<file path="src/rtl/spi_cmd_pkg.sv">
package spi_cmd_pkg;
    localparam int WORD_W      = 32;
    localparam int CNT_W       = 4;
    localparam int TXN_LSB     = 0;
    localparam int RXN_LSB     = 4;
    localparam int GO_BIT      = 8;
    localparam int BUSY_BIT    = 16;
    localparam int SIZE_LSB    = 17;
    localparam int SIZE_W      = 2;
    localparam int DIV_LSB     = 24;
    localparam int FRAME_BYTES = 8;
    localparam int RX_SLOTS    = 4;

    localparam logic [7:0] OFS_CTRL = 8'h00;
    localparam logic [7:0] OFS_CMD  = 8'h04;
    localparam logic [7:0] OFS_DATA = 8'h08;

    typedef enum logic [1:0] {
        ST_IDLE,
        ST_LOW,
        ST_HIGH,
        ST_TRAIL
    } eng_state_t;
endpackage

</file>
<file path="src/rtl/spi_cmd_regs.sv">
module spi_cmd_regs
    import spi_cmd_pkg::*;
#(
    parameter int ADDR_W = 4,
    parameter int DIV_W  = 2
) (
    input  logic              clk,
    input  logic              rst_n,
    input  logic              bus_sel,
    input  logic              bus_we,
    input  logic [ADDR_W-1:0] bus_addr,
    input  logic [WORD_W-1:0] bus_wdata,
    output logic [WORD_W-1:0] bus_rdata,
    input  logic              busy,
    input  logic              rx_we,
    input  logic [1:0]        rx_idx,
    input  logic [7:0]        rx_byte,
    output logic              launch,
    output logic [CNT_W-1:0]  launch_tx,
    output logic [CNT_W-1:0]  launch_rx,
    output logic [DIV_W-1:0]  div_sel,
    output logic [WORD_W-1:0] cmd_q,
    output logic [WORD_W-1:0] data_q
);
    logic [CNT_W-1:0]  txn_q, rxn_q;
    logic [SIZE_W-1:0] size_q;
    logic [DIV_W-1:0]  div_q;
    logic              hit_ctrl, hit_cmd, hit_data, wr_ok;

    assign hit_ctrl = (bus_addr == OFS_CTRL[ADDR_W-1:0]);
    assign hit_cmd  = (bus_addr == OFS_CMD[ADDR_W-1:0]);
    assign hit_data = (bus_addr == OFS_DATA[ADDR_W-1:0]);
    assign wr_ok    = bus_sel & bus_we & ~busy;

    assign launch    = wr_ok & hit_ctrl & bus_wdata[GO_BIT];
    assign launch_tx = bus_wdata[TXN_LSB +: CNT_W];
    assign launch_rx = bus_wdata[RXN_LSB +: CNT_W];
    assign div_sel   = div_q;

    logic unused_wbits;
    assign unused_wbits = ^{bus_wdata[WORD_W-1:DIV_LSB+DIV_W],
                            bus_wdata[DIV_LSB-1:SIZE_LSB+SIZE_W],
                            bus_wdata[SIZE_LSB-1:GO_BIT+1]};

    always_ff @(posedge clk or negedge rst_n) begin
        if (!rst_n) begin
            txn_q  <= '0;
            rxn_q  <= '0;
            size_q <= '0;
            div_q  <= '0;
            cmd_q  <= '0;
        end else if (wr_ok) begin
            if (hit_ctrl) begin
                txn_q  <= bus_wdata[TXN_LSB +: CNT_W];
                rxn_q  <= bus_wdata[RXN_LSB +: CNT_W];
                size_q <= bus_wdata[SIZE_LSB +: SIZE_W];
                div_q  <= bus_wdata[DIV_LSB +: DIV_W];
            end
            if (hit_cmd) cmd_q <= bus_wdata;
        end
    end

    always_ff @(posedge clk or negedge rst_n) begin
        if (!rst_n) begin
            data_q <= '0;
        end else if (wr_ok && hit_data) begin
            data_q <= bus_wdata;
        end else if (launch && launch_tx != '0 && launch_rx != '0) begin
            data_q <= '0;
        end else if (rx_we) begin
            data_q[{rx_idx, 3'b000} +: 8] <= rx_byte;
        end
    end

    always_comb begin
        bus_rdata = '0;
        if (bus_sel && !bus_we) begin
            if (hit_ctrl) begin
                bus_rdata[TXN_LSB +: CNT_W]   = txn_q;
                bus_rdata[RXN_LSB +: CNT_W]   = rxn_q;
                bus_rdata[BUSY_BIT]           = busy;
                bus_rdata[SIZE_LSB +: SIZE_W] = size_q;
                bus_rdata[DIV_LSB +: DIV_W]   = div_q;
            end else if (hit_cmd) begin
                bus_rdata = cmd_q;
            end else if (hit_data) begin
                bus_rdata = data_q;
            end
        end
    end

    // a command write while busy leaves the command register untouched
    assert_busy_cmd_hold_R7: assert property (@(posedge clk) disable iff (!rst_n)
        (bus_sel && bus_we && busy && hit_cmd) |=> $stable(cmd_q));

    // a control write while busy leaves the counts untouched
    assert_busy_ctrl_hold_R7: assert property (@(posedge clk) disable iff (!rst_n)
        (bus_sel && bus_we && busy && hit_ctrl) |=> ($stable(txn_q) && $stable(rxn_q)));
endmodule

</file>
<file path="src/rtl/spi_cmd_clkdiv.sv">
module spi_cmd_clkdiv #(
    parameter int DIV_W = 2
) (
    input  logic             clk,
    input  logic             rst_n,
    input  logic             en,
    input  logic [DIV_W-1:0] sel,
    output logic             tick
);
    localparam int SPAN_W = ((1 << DIV_W) - 1) < 1 ? 1 : ((1 << DIV_W) - 1);

    logic [SPAN_W-1:0] cnt_q, lim;

    assign lim  = ~({SPAN_W{1'b1}} << sel);
    assign tick = en && (cnt_q == lim);

    always_ff @(posedge clk or negedge rst_n) begin
        if (!rst_n) begin
            cnt_q <= '0;
        end else if (!en || cnt_q == lim) begin
            cnt_q <= '0;
        end else begin
            cnt_q <= cnt_q + 1'b1;
        end
    end

    // with a divider above one, ticks never come back to back
    assert_tick_gap_R6: assert property (@(posedge clk) disable iff (!rst_n)
        (tick && lim != '0 && $stable(sel)) |=> !tick);
endmodule

</file>
<file path="src/rtl/spi_cmd_shifter.sv">
module spi_cmd_shifter
    import spi_cmd_pkg::*;
(
    input  logic              clk,
    input  logic              rst_n,
    input  logic              launch,
    input  logic [CNT_W-1:0]  launch_tx,
    input  logic [CNT_W-1:0]  launch_rx,
    input  logic [WORD_W-1:0] snap_cmd,
    input  logic [WORD_W-1:0] snap_data,
    input  logic              tick,
    input  logic              spi_miso,
    output logic              busy,
    output logic              spi_cs_n,
    output logic              spi_sck,
    output logic              spi_mosi,
    output logic              rx_we,
    output logic [1:0]        rx_idx,
    output logic [7:0]        rx_byte
);
    eng_state_t       state_q, state_d;
    logic [7:0]       frame_q   [FRAME_BYTES];
    logic [7:0]       frame_new [FRAME_BYTES];
    logic [CNT_W-1:0] txn_q;
    logic [7:0]       total_q, bit_q, bit_nx;
    logic [6:0]       acc_q;
    logic             cs_q, sck_q, mosi_q;
    logic             start_ok, last_bit, next_mosi, in_rx;
    logic [4:0]       byte_pos, rx_pos, nx_pos;

    assign start_ok = launch && (launch_tx != '0);
    assign busy     = (state_q != ST_IDLE);
    assign spi_cs_n = cs_q;
    assign spi_sck  = sck_q;
    assign spi_mosi = mosi_q;

    // frame assembly: opcode, address high to low, data low to high
    always_comb begin
        frame_new[0] = snap_cmd[7:0];
        for (int a = 1; a < 4; a++) frame_new[a] = snap_cmd[8*(4-a) +: 8];
        for (int d = 0; d < RX_SLOTS; d++) frame_new[4+d] = snap_data[8*d +: 8];
    end

    assign last_bit = (bit_q == total_q - 8'd1);
    assign bit_nx   = bit_q + 8'd1;
    assign nx_pos   = bit_nx[7:3];

    always_comb begin
        next_mosi = 1'b0;
        if (nx_pos < {1'b0, txn_q} && nx_pos < 5'(FRAME_BYTES))
            next_mosi = frame_q[nx_pos[2:0]][~bit_nx[2:0]];
    end

    assign byte_pos = bit_q[7:3];
    assign in_rx    = (byte_pos >= {1'b0, txn_q});
    assign rx_pos   = byte_pos - {1'b0, txn_q};
    assign rx_we    = (state_q == ST_LOW) && tick && in_rx &&
                      (bit_q[2:0] == 3'd7) && (rx_pos < 5'(RX_SLOTS));
    assign rx_idx   = rx_pos[1:0];
    assign rx_byte  = {acc_q, spi_miso};

    // next-state logic
    always_comb begin
        state_d = state_q;
        unique case (state_q)
            ST_IDLE:  if (start_ok) state_d = ST_LOW;
            ST_LOW:   if (tick) state_d = ST_HIGH;
            ST_HIGH:  if (tick) state_d = last_bit ? ST_TRAIL : ST_LOW;
            ST_TRAIL: if (tick) state_d = ST_IDLE;
            default:  state_d = ST_IDLE;
        endcase
    end

    // state register
    always_ff @(posedge clk or negedge rst_n) begin
        if (!rst_n) state_q <= ST_IDLE;
        else        state_q <= state_d;
    end

    // outputs and datapath
    always_ff @(posedge clk or negedge rst_n) begin
        if (!rst_n) begin
            cs_q    <= 1'b1;
            sck_q   <= 1'b0;
            mosi_q  <= 1'b0;
            txn_q   <= '0;
            total_q <= '0;
            bit_q   <= '0;
            acc_q   <= '0;
            for (int f = 0; f < FRAME_BYTES; f++) frame_q[f] <= '0;
        end else begin
            unique case (state_q)
                ST_IDLE: begin
                    if (start_ok) begin
                        for (int f = 0; f < FRAME_BYTES; f++) frame_q[f] <= frame_new[f];
                        txn_q   <= launch_tx;
                        total_q <= ({4'b0, launch_tx} + {4'b0, launch_rx}) << 3;
                        bit_q   <= '0;
                        acc_q   <= '0;
                        cs_q    <= 1'b0;
                        sck_q   <= 1'b0;
                        mosi_q  <= snap_cmd[7];
                    end
                end
                ST_LOW: begin
                    if (tick) begin
                        sck_q <= 1'b1;
                        acc_q <= {acc_q[5:0], spi_miso};
                    end
                end
                ST_HIGH: begin
                    if (tick) begin
                        sck_q <= 1'b0;
                        if (last_bit) begin
                            mosi_q <= 1'b0;
                        end else begin
                            bit_q  <= bit_nx;
                            mosi_q <= next_mosi;
                        end
                    end
                end
                ST_TRAIL: begin
                    if (tick) cs_q <= 1'b1;
                end
                default: cs_q <= 1'b1;
            endcase
        end
    end

    // the serial clock rests low whenever the flash is deselected
    assert_idle_sck_R5: assert property (@(posedge clk) disable iff (!rst_n)
        spi_cs_n |-> !spi_sck);

    // the bit counter never runs past the programmed length
    assert_bit_bound_R5: assert property (@(posedge clk) disable iff (!rst_n)
        busy |-> (bit_q < total_q));

    // an accepted start selects the flash and raises busy next cycle
    assert_launch_R2: assert property (@(posedge clk) disable iff (!rst_n)
        (start_ok && !busy) |=> (!spi_cs_n && busy));

    // a start with no transmit bytes leaves the engine idle
    assert_zero_tx_R8: assert property (@(posedge clk) disable iff (!rst_n)
        (launch && launch_tx == '0 && !busy) |=> (spi_cs_n && !busy));

    // the register file never forwards a start while a transaction runs
    assert_no_restart_R7: assert property (@(posedge clk) disable iff (!rst_n)
        busy |-> !launch);
endmodule

</file>
<file path="src/rtl/spi_cmd_engine.sv">
module spi_cmd_engine
    import spi_cmd_pkg::*;
#(
    parameter int ADDR_W = 4,
    parameter int DIV_W  = 2
) (
    input  logic              clk,
    input  logic              rst_n,
    input  logic              bus_sel,
    input  logic              bus_we,
    input  logic [ADDR_W-1:0] bus_addr,
    input  logic [WORD_W-1:0] bus_wdata,
    output logic [WORD_W-1:0] bus_rdata,
    output logic              spi_cs_n,
    output logic              spi_sck,
    output logic              spi_mosi,
    input  logic              spi_miso
);
    logic              busy, launch, tick, rx_we;
    logic [CNT_W-1:0]  launch_tx, launch_rx;
    logic [DIV_W-1:0]  div_sel;
    logic [WORD_W-1:0] cmd_q, data_q;
    logic [1:0]        rx_idx;
    logic [7:0]        rx_byte;

    spi_cmd_regs #(.ADDR_W(ADDR_W), .DIV_W(DIV_W)) u_regs (
        .clk       (clk),
        .rst_n     (rst_n),
        .bus_sel   (bus_sel),
        .bus_we    (bus_we),
        .bus_addr  (bus_addr),
        .bus_wdata (bus_wdata),
        .bus_rdata (bus_rdata),
        .busy      (busy),
        .rx_we     (rx_we),
        .rx_idx    (rx_idx),
        .rx_byte   (rx_byte),
        .launch    (launch),
        .launch_tx (launch_tx),
        .launch_rx (launch_rx),
        .div_sel   (div_sel),
        .cmd_q     (cmd_q),
        .data_q    (data_q)
    );

    spi_cmd_clkdiv #(.DIV_W(DIV_W)) u_div (
        .clk   (clk),
        .rst_n (rst_n),
        .en    (busy),
        .sel   (div_sel),
        .tick  (tick)
    );

    spi_cmd_shifter u_shift (
        .clk       (clk),
        .rst_n     (rst_n),
        .launch    (launch),
        .launch_tx (launch_tx),
        .launch_rx (launch_rx),
        .snap_cmd  (cmd_q),
        .snap_data (data_q),
        .tick      (tick),
        .spi_miso  (spi_miso),
        .busy      (busy),
        .spi_cs_n  (spi_cs_n),
        .spi_sck   (spi_sck),
        .spi_mosi  (spi_mosi),
        .rx_we     (rx_we),
        .rx_idx    (rx_idx),
        .rx_byte   (rx_byte)
    );
endmodule

</file>
<file path="config.mk">
export PLATFORM = sky130hd
export DESIGN_NAME = spi_cmd_engine
export DESIGN_NICKNAME = d
export VERILOG_FILES = /design/src/rtl/spi_cmd_pkg.sv /design/src/rtl/spi_cmd_regs.sv /design/src/rtl/spi_cmd_clkdiv.sv /design/src/rtl/spi_cmd_shifter.sv /design/src/rtl/spi_cmd_engine.sv
export SDC_FILE = /design/constraint.sdc
export NUM_CORES = 1
export LEC_CHECK = 0
export BUFFER_PORTS_ARGS = -buffer_cell sky130_fd_sc_hd__buf_4
export CORE_ASPECT_RATIO = 1.4
export CORE_UTILIZATION = 40
export CTS_CLUSTER_SIZE = 25
export DETAILED_ROUTE_END_ITERATION = 7
export SYNTH_ARGS = -nofsm -noshare
export SYNTH_HDL_FRONTEND = slang
export SYNTH_HIERARCHICAL = 1
export SYNTH_SLANG_ARGS = --single-unit
export TNS_END_PERCENT = 30
</file>
<file path="constraint.sdc">
create_clock -name clk -period 3.1 [get_ports clk]
set_input_delay 0 -clock clk [delete_from_list [all_inputs] [get_ports clk]]
set_output_delay 0 -clock clk [all_outputs]
set_load 0.01 [all_outputs]
</file>
==> run_results.csv <==
group,metric,value,unit
clock_tree,root_buffer,"clkbuf_16",
layout,diodes,0,
synthesis,ys_seq_elements,172,
clock_tree,cts_setup_buffers,0,
clock_tree,cts_tree,"yes",
route,wl_met3,814,um
sta,setup_viol,0,
global_routing,grt_pass1_wl,42.5,mm
route,dr_wl_met2,14.3,mm
placement,placed_area,10200,um^2
critical_path,cp-end-kind,"flip-flop",
clock_tree,path_clk_slew,0.06,ns
synthesis,syn_avg_cell_area,10.9,um^2
placement,hpwl,19.9,mm
power,peakVddDrop,0.400,mV
synthesis,netlist_top_cells_count,"171 x dfrtp_1, 109 x nand2_1, 103 x mux2_2, 58 x a21oi_1, 34 x o211ai_1",
critical_path,rrSetupSlack,0.20,ns
route,highest-signal-layer,"met4",
synthesis,syn_nets,922,
route,ant_nets,0,
sta,clock_skew,0.00948,ns
route,via_per_inst,5.73,
die,die-area,23900,um^2
route,totalWireLength,27.5,mm
critical_path,cpMaxStageDelayCell,"a2111oi_4",
route,drt-wirelength-per-cell,21.7,um
global_routing,grt.total_usage,24.2,%
global_routing,grt_max_degree,69,
sta,fmax,345,MHz
synthesis,synth_top_area_share,45.9,%
sta,tightest_slew,0.754,ns
layout,drive_gt1_share,26.8,%
synthesis,ys_seq_area_share,46.2,%
synthesis,synth_edf_count,0,
sta,maxSlewViolCount,0,
clock_tree,cts.sinks,172,
synthesis,ys_async_sr_fraction,100,%
clock_tree,numCtsBuffers,17,
layout,design_area,11100,um^2
synthesis,synth_area,9330,um^2
sta,hold_viol_final,0,
layout,final_nets,1018,
route,wl_met1,11.3,mm
clock_tree,clkLatencyLatePin,0.43,ns
die,die_h,183,um
synthesis,ys.flop_type,"dfrtp_1",
synthesis,yosys.area.top_type,"dfrtp_1",
synthesis,synth.area.top_cells,"dfrtp_1 46%, mux2_2 12%, nand2_1 4.4%",
route,drc,0,
critical_path,crit_path_frequent_cell,"nand2_1",
die,rows,65,
sta,relSlewSlack,49.6,%
sta,finalCriticalPeriod,2.90,ns
clock_tree,htree_levels,4,
sta,fin_tns_setup,0,ns
critical_path,cp_max_fo,7,
sta,min_period_over_period,93.5,%
synthesis,synth.yosys.warnings,6,
hold_path,min-delay-path-class,"input port to async pin",
outcome,status,"finished, final reports clean",
die,die_w,131,um
die,coreArea,22700,um^2
global_routing,grt_pass1_vias,7212,
clock_tree,ctsResizeCount,0,
clock_tree,clk_path_buf_depth,2,
synthesis,netlist_instances,859,
critical_path,crit_arrival,3.24,ns
critical_path,crit_required,3.44,ns
placement,portBuffers,75,
critical_path,critPathKind,"flip-flop to flip-flop",
critical_path,cp-start-kind,"flip-flop",
global_routing,antenna_found_initial,0,
die,initial_core_util,41.1,%
critical_path,crit_path_max_incr_delay,0.44,ns
sta,whs,0.122,ns
global_routing,grt_overflow_total,0,
sta,rsz0062_at_grt,"false",
critical_path,crit_chain,"or2_4, a2111oi_4, o21a_1, nor2b_1, and2_1, o2111a_1, nand2_1, nand2_1, a21oi_1, a31oi_1",
power,powerDensity,724,nW/um^2
layout,synthToLayoutAreaGrowth,18.5,%
clock_tree,cts_hold_buffers,34,
power,cellLeakagePower,5.04,nW
placement,gp_congestion,0.855,
die,io_pins,76,
route,drt_iter0_drc,437,
route,dr_total_vias,7259,
synthesis,synth_most_common_cell,"dfrtp_1",
flow_run,max_cap_viol_count,0,
route,first_pass_iters,5,
synthesis,synth_cell_types,72,
-- flip-flops by register name (all words and copies together) (netlist names) --
name / cells
u_shift/spi_cs_n: 1
u_shift/state_q: 2
u_div/cnt_q: 3
u_shift/spi_mosi: 1
u_regs/div_sel: 2
u_shift/bit_q: 8
u_regs/cmd_q: 32
u_regs/size_q: 2
u_shift/spi_sck: 1
u_shift/acc_q: 7
u_regs/rxn_q: 4
u_shift/total_q: 5
u_shift/txn_q: 4
u_regs/txn_q: 4
u_shift/frame_q: 64
u_regs/data_q: 32
-- critical path, delay by kind of cell, from the launching register on --
family | cells | cell delay [ns]
simple gates | 5 | 1.14
compound gates | 5 | 1.26
flops | 1 | 0.42
-- placed cells by master, fill, tap and decap left out, types with 5 or more instances in the layout --
| master | n |
|---|---|
| a21oi_1 | 58 |
| a22oi_1 | 32 |
| a31oi_1 | 29 |
| buf_4 | 97 |
| clkbuf_16 | 17 |
| dfrtp_1 | 171 |
| dlygate4sd3_1 | 34 |
| ha_1 | 20 |
| inv_1 | 19 |
| mux2_1 | 10 |
| mux2_2 | 103 |
| mux2i_1 | 25 |
| nand2_1 | 109 |
| nand2b_1 | 9 |
| nand3_1 | 13 |
| nor2_1 | 27 |
| nor2b_1 | 7 |
| nor3_1 | 9 |
| o211ai_1 | 34 |
| o21ai_0 | 22 |
| o22ai_1 | 8 |
| xnor2_1 | 5 |
| xor2_1 | 8 |
-- final timing paths --
kind / from / end / cells after the start
max: u_div/cnt_q[0] / u_regs/data_q[10] / 10
min: rst_n / u_regs/cmd_q[13] / 2
max reg2reg: u_div/cnt_q[0] / u_regs/data_q[10] / 10
min reg2reg: u_regs/txn_q[1] / u_regs/txn_q[1] / 1
max in group asynchronous: rst_n / u_shift/bit_q[7] / 3
min in group clk: bus_we / u_regs/data_q[0] / 6
-- logic make-up after synthesis --
kind of cell | after synthesis | share of synthesized area, %
AO/OA/AOI/OAI | 223 | 16.6
multiplexers | 141 | 17.1
XOR/XNOR | 15 | 1.81
flip-flops | 172 | 46.2
adder cells (fa/ha/maj) | 22 | 3.11
AND/OR/NAND/NOR | 208 | 10.7
buffers and inverters | 78 | 4.47
-- per-stage QoR --
| step | std cells | total power [mW] | setup WS [ns] | utilization (%) |
|---|---|---|---|---|
| final | 1267 | 8.00 | 0.203 | 48.7 |
| after global placement | 1203 | 5.99 | 0.351 | 44.9 |
| after detailed placement | 1203 | 6.05 | 0.282 | 44.9 |
| after global routing | 1267 | 8.42 | 0.0343 | 48.7 |
| after CTS | 1267 | 8.01 | 0.256 | 48.7 |
| after floorplan | 859 | 5.05 | 0.0122 | - |
-- area by class of cell --
type                    instances  area, um^2
fillers                      2086       11600
multi-input cells             609        4630
flip-flops and latches        172        4310
repair buffers                135        1140
clock buffers                  23         478
well taps                     301         377
inverters                      20        80.1
clock inverters                 7        42.5
-- report_power, final --
group / switching (mW) / internal (mW)
Combinational: 1.30 / 1.14
Sequential: 0.749 / 2.88
Clock: 0.861 / 1.07
-- routing by layer --
metal,GRT usage (%),vias to the layer above
li1,-,3334
met1,30.6,3688
met2,40.9,180
met3,2.76,57
met4,11.4,0
met5,0,-
Note: power is estimated with default switching activity, not from simulation.
